==> config.mk <==
export PLATFORM = sky130hd
export DESIGN_NAME = trap_rst_ctrl
export DESIGN_NICKNAME = d
export VERILOG_FILES = /design/src/rtl/trap_rst_pkg.sv /design/src/rtl/trap_prio_pick.sv /design/src/rtl/trap_cause_reg.sv /design/src/rtl/trap_rst_ctrl.sv
export SDC_FILE = /design/constraint.sdc
export NUM_CORES = 1
export LEC_CHECK = 0
export ABC_CLOCK_PERIOD_IN_PS = 2300
export CAP_MARGIN = 20
export CORE_MARGIN = 2
export CORE_UTILIZATION = 45
export DETAILED_ROUTE_END_ITERATION = 12
export PLACE_DENSITY = 0.78
export SYNTH_ARGS = -nofsm -noshare
export SYNTH_HDL_FRONTEND = slang
export SYNTH_HIERARCHICAL = 1
export SYNTH_SLANG_ARGS = --single-unit
==> constraint.sdc <==
create_clock -name clk_i -period 2.3 [get_ports clk_i]
set_input_delay 0.23 -clock clk_i [delete_from_list [all_inputs] [get_ports clk_i]]
set_output_delay 0.23 -clock clk_i [all_outputs]
set_load 0.005 [all_outputs]
==> src/rtl/trap_rst_pkg.sv <==
package trap_rst_pkg;
  localparam int unsigned NUM_CAUSES = 5;
  localparam int unsigned IPL_W      = 4;
  localparam logic [IPL_W-1:0] IPL_TRAP_BASE = 4'd8;

  typedef enum int unsigned {
    CAUSE_WDT     = 0,
    CAUSE_UNINIT  = 1,
    CAUSE_ILLEGAL = 2,
    CAUSE_BOR     = 3,
    CAUSE_LOCKOUT = 4
  } cause_e;
endpackage

==> src/rtl/trap_prio_pick.sv <==
module trap_prio_pick #(
  parameter int unsigned N     = 8,
  parameter int unsigned IDX_W = (N > 1) ? $clog2(N) : 1
) (
  input  logic [N-1:0]     req_i,
  output logic             valid_o,
  output logic [IDX_W-1:0] idx_o,
  output logic [N-1:0]     onehot_o
);
  // later iterations override, so the highest index wins
  always_comb begin
    idx_o = '0;
    for (int unsigned i = 0; i < N; i++) begin
      if (req_i[i]) idx_o = IDX_W'(i);
    end
  end

  assign valid_o  = |req_i;
  assign onehot_o = valid_o ? (N'(1) << idx_o) : '0;
endmodule

==> src/rtl/trap_cause_reg.sv <==
module trap_cause_reg #(
  parameter int unsigned W = 5
) (
  input  logic         clk_i,
  input  logic         rst_ni,
  input  logic [W-1:0] set_i,
  input  logic [W-1:0] clr_i,
  output logic [W-1:0] q_o
);
  for (genvar g = 0; g < W; g++) begin : g_bit
    always_ff @(posedge clk_i or negedge rst_ni) begin
      if (!rst_ni)       q_o[g] <= 1'b0;
      else if (set_i[g]) q_o[g] <= 1'b1;
      else if (clr_i[g]) q_o[g] <= 1'b0;
    end
  end
endmodule

==> src/rtl/trap_rst_ctrl.sv <==
module trap_rst_ctrl
  import trap_rst_pkg::*;
#(
  parameter int unsigned NUM_TRAPS = 8,
  parameter int unsigned VEC_W     = (NUM_TRAPS > 1) ? $clog2(NUM_TRAPS) : 1
) (
  input  logic                  clk_i,
  input  logic                  rst_ni,
  input  logic [NUM_TRAPS-1:0]  trap_req_i,
  input  logic                  instr_done_i,
  input  logic                  illegal_op_i,
  input  logic                  flush_i,
  input  logic                  uninit_ptr_i,
  input  logic                  wdt_timeout_i,
  input  logic                  bor_i,
  input  logic                  trap_ret_i,
  input  logic                  ipl_we_i,
  input  logic [2:0]            ipl_wdata_i,
  input  logic [NUM_CAUSES-1:0] cause_clr_i,
  output logic                  take_trap_o,
  output logic [VEC_W-1:0]      trap_vec_o,
  output logic [IPL_W-1:0]      ipl_o,
  output logic                  dev_rst_o,
  output logic                  pc_zero_o,
  output logic [NUM_CAUSES-1:0] cause_o
);
  logic [NUM_TRAPS-1:0]  pend_q, pend_d, pick_oh;
  logic                  pick_valid;
  logic [VEC_W-1:0]      pick_idx;
  logic                  lockout_ev, illegal_ev, rst_ev, take_ev;
  logic [NUM_CAUSES-1:0] src_set;
  logic [IPL_W-1:0]      ipl_d, saved_q, saved_d;
  logic                  por_q;

  trap_prio_pick #(.N(NUM_TRAPS), .IDX_W(VEC_W)) u_pick (
    .req_i    (pend_q),
    .valid_o  (pick_valid),
    .idx_o    (pick_idx),
    .onehot_o (pick_oh)
  );

  // two or more bits set in the same cycle
  assign lockout_ev = (trap_req_i & (trap_req_i - NUM_TRAPS'(1))) != '0;
  assign illegal_ev = illegal_op_i & ~flush_i;

  always_comb begin
    src_set                = '0;
    src_set[CAUSE_WDT]     = wdt_timeout_i;
    src_set[CAUSE_UNINIT]  = uninit_ptr_i;
    src_set[CAUSE_ILLEGAL] = illegal_ev;
    src_set[CAUSE_BOR]     = bor_i;
    src_set[CAUSE_LOCKOUT] = lockout_ev;
  end

  assign rst_ev  = |src_set;
  assign take_ev = ~rst_ev & instr_done_i & pick_valid;

  trap_cause_reg #(.W(NUM_CAUSES)) u_cause (
    .clk_i  (clk_i),
    .rst_ni (rst_ni),
    .set_i  (src_set),
    .clr_i  (cause_clr_i),
    .q_o    (cause_o)
  );

  always_comb begin
    if (rst_ev) pend_d = '0;
    else        pend_d = (pend_q & ~(take_ev ? pick_oh : '0)) | trap_req_i;
  end

  always_comb begin
    ipl_d   = ipl_o;
    saved_d = saved_q;
    if (rst_ev) begin
      ipl_d   = '0;
      saved_d = '0;
    end else if (take_ev) begin
      ipl_d = IPL_TRAP_BASE + IPL_W'(pick_idx);
      if (!ipl_o[IPL_W-1]) saved_d = ipl_o;  // keep level from outside the trap band
    end else if (trap_ret_i && ipl_o[IPL_W-1]) begin
      ipl_d = saved_q;
    end else if (ipl_we_i && !ipl_o[IPL_W-1]) begin
      ipl_d = {1'b0, ipl_wdata_i};
    end
  end

  always_ff @(posedge clk_i or negedge rst_ni) begin
    if (!rst_ni) begin
      pend_q      <= '0;
      ipl_o       <= '0;
      saved_q     <= '0;
      take_trap_o <= 1'b0;
      trap_vec_o  <= '0;
      dev_rst_o   <= 1'b0;
      por_q       <= 1'b1;
    end else begin
      pend_q      <= pend_d;
      ipl_o       <= ipl_d;
      saved_q     <= saved_d;
      take_trap_o <= take_ev;
      trap_vec_o  <= take_ev ? pick_idx : trap_vec_o;
      dev_rst_o   <= rst_ev;
      por_q       <= 1'b0;
    end
  end

  assign pc_zero_o = por_q | dev_rst_o;
endmodule

==> out/results.md <==
| Parameter | Reported | Unit |
|:---|:---|:---|
| Outcome | finished, final reports clean | - |
| Diodes inserted | 0 | - |
| Starting density of the core | 47.09 | % |
| Worst setup EP type | flop | - |
| Overall power | 874.2 | µW |
| Detailed Place HPWL | 2135 | µm |
| Clock insertion delay at the later pin of the skew report | 320 | ps |
| Clock slew seen by the registers of the worst setup and hold paths | 140 | ps |
| I/O Buffers | 40 | - |
| Most frequent cells in the layout | sky130_fd_sc_hd__clkdlybuf4s50_1 (40), sky130_fd_sc_hd__dfrtp_1 (25), sky130_fd_sc_hd__nor2_1 (20) | - |
| CTS tree | done | - |
| Global-route wire length before repair | 4719 | µm |
| Wire length after detailed routing | 2661 | µm |
| Root cell of the clock tree | sky130_fd_sc_hd__clkbuf_4 | - |
| Setup violators final | 0 | - |
| DRC Markers | 0 | - |
| Total number of vias | 1087 | - |
| Routability Congestion | 0.8300 | - |
| Via/cell ratio | 5.226 | - |
| Die extent in y | 57.49 | µm |
| Global-route total usage across every layer | 17.79 | % |
| Setup skew after layout | 9.801 | ps |
| Power density normalized to cell area | 493.4 | nW/µm² |
| Core footprint | 2734 | µm² |
| Final period utilization | 89.85 | % |
| Clock tree sinks | 26 | - |
| Post-route ant nets | 0 | - |
| Number of max-slew violations in the final report | 0 | - |
| Post-route non-filler standard cell count | 208 | - |
| First-pass iteration count of the detailed router | 4 | - |
| Critical path start-end classification | reg2reg | - |
| Worst Path Max Fanout | 10 | - |
| Setup Fix Bufs, Post-CTS | 0 | - |
| Drt initial violations | 40 | - |
| Overall die area | 3305 | µm² |
| Leakage | 0.0008023 | µW |
| Highest ir drop seen on vdd | 0.3392 | mV |
| Number of global-route vias before repair | 1133 | - |
| Hold-fix buffers, CTS | 0 | - |
| Number of warnings printed during yosys synthesis | 6 | - |
| Final #Nets | 204 | - |
| RSZ-0062 raised after global routing | false | - |
| Leftover overflow at the end of global routing | 0 | - |
| Mapped Cells | 135 | - |
| Flip-flop and latch count after synthesis | 26 | - |
| DP Area | 1719 | µm² |
| Relative area change from synthesis to final layout | 37.61 | % |
| Initial antenna violation count | 0 | - |
| Cell row count | 19 | - |
| Worst hold path class | in2async | - |
| Min Hold Slack | 253.6 | ps |
| Pin count of the biggest net entering global routing | 27 | - |
| Max Clk Rate | 483.9 | MHz |
| Kind of start point of the critical path | flop | - |
| Max capacitance violation total | 0 | - |
| Arithmetic-cell share of the synthesized area counting full adders, half adders and majority gates | 0 | % |
| Placed cells | 204 | - |
| Total CTS buffers | 3 | - |
| Req. time, crit path | 2490 | ps |
| Count of distinct cell types in the synthesized netlist | 34 | - |
| Data arrival time at the worst-slack endpoint | 2260 | ps |
| Post-synthesis sequential area ratio | 50.63 | % |
| CTS-repair resized insts | 0 | - |
| Number of H-tree levels | 1 | - |
| Width of the die | 57.49 | µm |
| Synth Area in XOR/XNOR | 0 | % |
| Mux contribution to synthesized area | 2.624 | % |
| Mean instance size in the synthesized netlist | 9.537 | µm² |
| Nets in the synthesized netlist | 161 | - |
| Area of the mapped netlist | 1287 | µm² |
| Most common library cell in the layout ignoring fill and taps | sky130_fd_sc_hd__clkdlybuf4s50_1 | - |
| Maximum number of buffers from clock root to sink | 2 | - |
| Final instance area | 1772 | µm² |
| Final-report hold violation count | 0 | - |
| Total negative slack | 0 | ps |
| Number of I/O pins | 41 | - |
| Dominant combinational cell family by area after synthesis | simple AND/OR/NAND/NOR gates | - |
| Compound-cell area share of the yosys netlist | 17.40 | % |
| Post-Synth Simple-Gate Area | 24.98 | % |
| Share of final-layout standard cells stronger than drive strength 1 | 10.73 | % |
| Crit path time final | 2066 | ps |
| Post-detailed-route wirelength per cell | 12.79 | µm |
[registers in the layout, indices dropped and copies added (netlist names)]
register     count
ipl_o            4
saved_q          3
trap_vec_o       3
pend_q           8
take_trap_o      1
dev_rst_o        1
u_cause/q_o      5
por_q            1
[metal layers]
| layer | up-vias | global-route usage, % | part of all wire (%) |
|---|---|---|---|
| li1 | 552 | - | - |
| met1 | 502 | 21.15 | 43 |
| met2 | 29 | 33.28 | 49 |
| met3 | 4 | 2.041 | 5.9 |
| met4 | 0 | 5.316 | 1.1 |
| met5 | - | 0 | 0 |
[worst paths after layout]
check | slack (ps) | end | depth (start not counted) | from
setup / recovery | 230 | ipl_o[2] | 7 | pend_q[4]
hold / removal | 250 | pend_q[5] | 2 | rst_ni
setup reg to reg | 230 | ipl_o[2] | 7 | pend_q[4]
hold reg to reg | 490 | u_cause/q_o[2] | 1 | u_cause/q_o[2]
max in group asynchronous | 1750 | por_q | 2 | rst_ni
min in group clk_i | 470 | u_cause/q_o[4] | 3 | cause_clr_i[4]
[worst max-delay path, cell delays in order (launching register included)]
cell	delay [ps]
sky130_fd_sc_hd__dfrtp_1	470
sky130_fd_sc_hd__nor4_4	350
sky130_fd_sc_hd__nand2_1	100
sky130_fd_sc_hd__or3_1	320
sky130_fd_sc_hd__nand2_1	270
sky130_fd_sc_hd__nand3_1	180
sky130_fd_sc_hd__o22ai_1	180
sky130_fd_sc_hd__nor3_1	70
[area by class of cell]
| type | instances | area (µm²) |
|---|---|---|
| Inverter | 8 | 30.03 |
| Tap cell | 31 | 38.79 |
| Clock buffer | 3 | 22.52 |
| Sequential cell | 26 | 651.9 |
| Timing Repair Buffer | 42 | 415.4 |
| Multi-Input combinational cell | 97 | 583.1 |
| Fill cell | 230 | 962.2 |
| Clock inverter | 1 | 30.03 |
[per-stage QoR]
step | util (%) | setup WS [ps]
after floorplan | - | 420.9
after global placement | 62.88 | 348.7
after detailed placement | 62.88 | 239.3
after CTS | 64.81 | 226.3
after global routing | 64.81 | 18.13
final | 64.81 | 233.5
[where the power goes]
| part | switching (µW) | internal, µW | total [µW] |
|---|---|---|---|
| clock | 127 | 176 | 303 |
| sequential | 2.74 | 464 | 467 |
| combinational | 41.6 | 62.9 | 105 |
| total | 171 | 703 | 874 |
[synthesized netlist by cell type (all sizes together)]
library cell | number | area share (%)
a21o | 5 | 2.9
or2 | 1 | 0.49
a2bb2oi | 3 | 2.0
nand3 | 2 | 1.2
dfrtp | 25 | 49
clkbuf | 3 | 0.87
nor3 | 4 | 1.6
nor4b | 1 | 0.68
nor4 | 4 | 4.8
nor2b | 1 | 0.49
o22ai | 4 | 1.9
nand2 | 15 | 4.4
o21ai | 3 | 1.2
mux2 | 3 | 2.6
a22o | 1 | 0.78
and2 | 3 | 1.6
or3 | 2 | 0.97
nor2 | 20 | 5.8
conb | 1 | 0.29
and3 | 1 | 0.58
a22oi | 2 | 1.2
dfstp | 1 | 2.0
nor3b | 1 | 0.58
nand4 | 1 | 0.97
o31ai | 2 | 1.2
o211a | 1 | 0.78
inv | 8 | 2.3
a21oi | 14 | 5.4
buf | 1 | 0.87
nand2b | 2 | 0.97
[kinds of logic (layout without fill, tap and decap cells)]
group	count (synthesis)	after routing
compound gates	35	35
other cells	1	1
flops	26	26
buf+inv	12	54
mux	3	3
simple gates	58	58
Power figures use the tool's default switching activity.
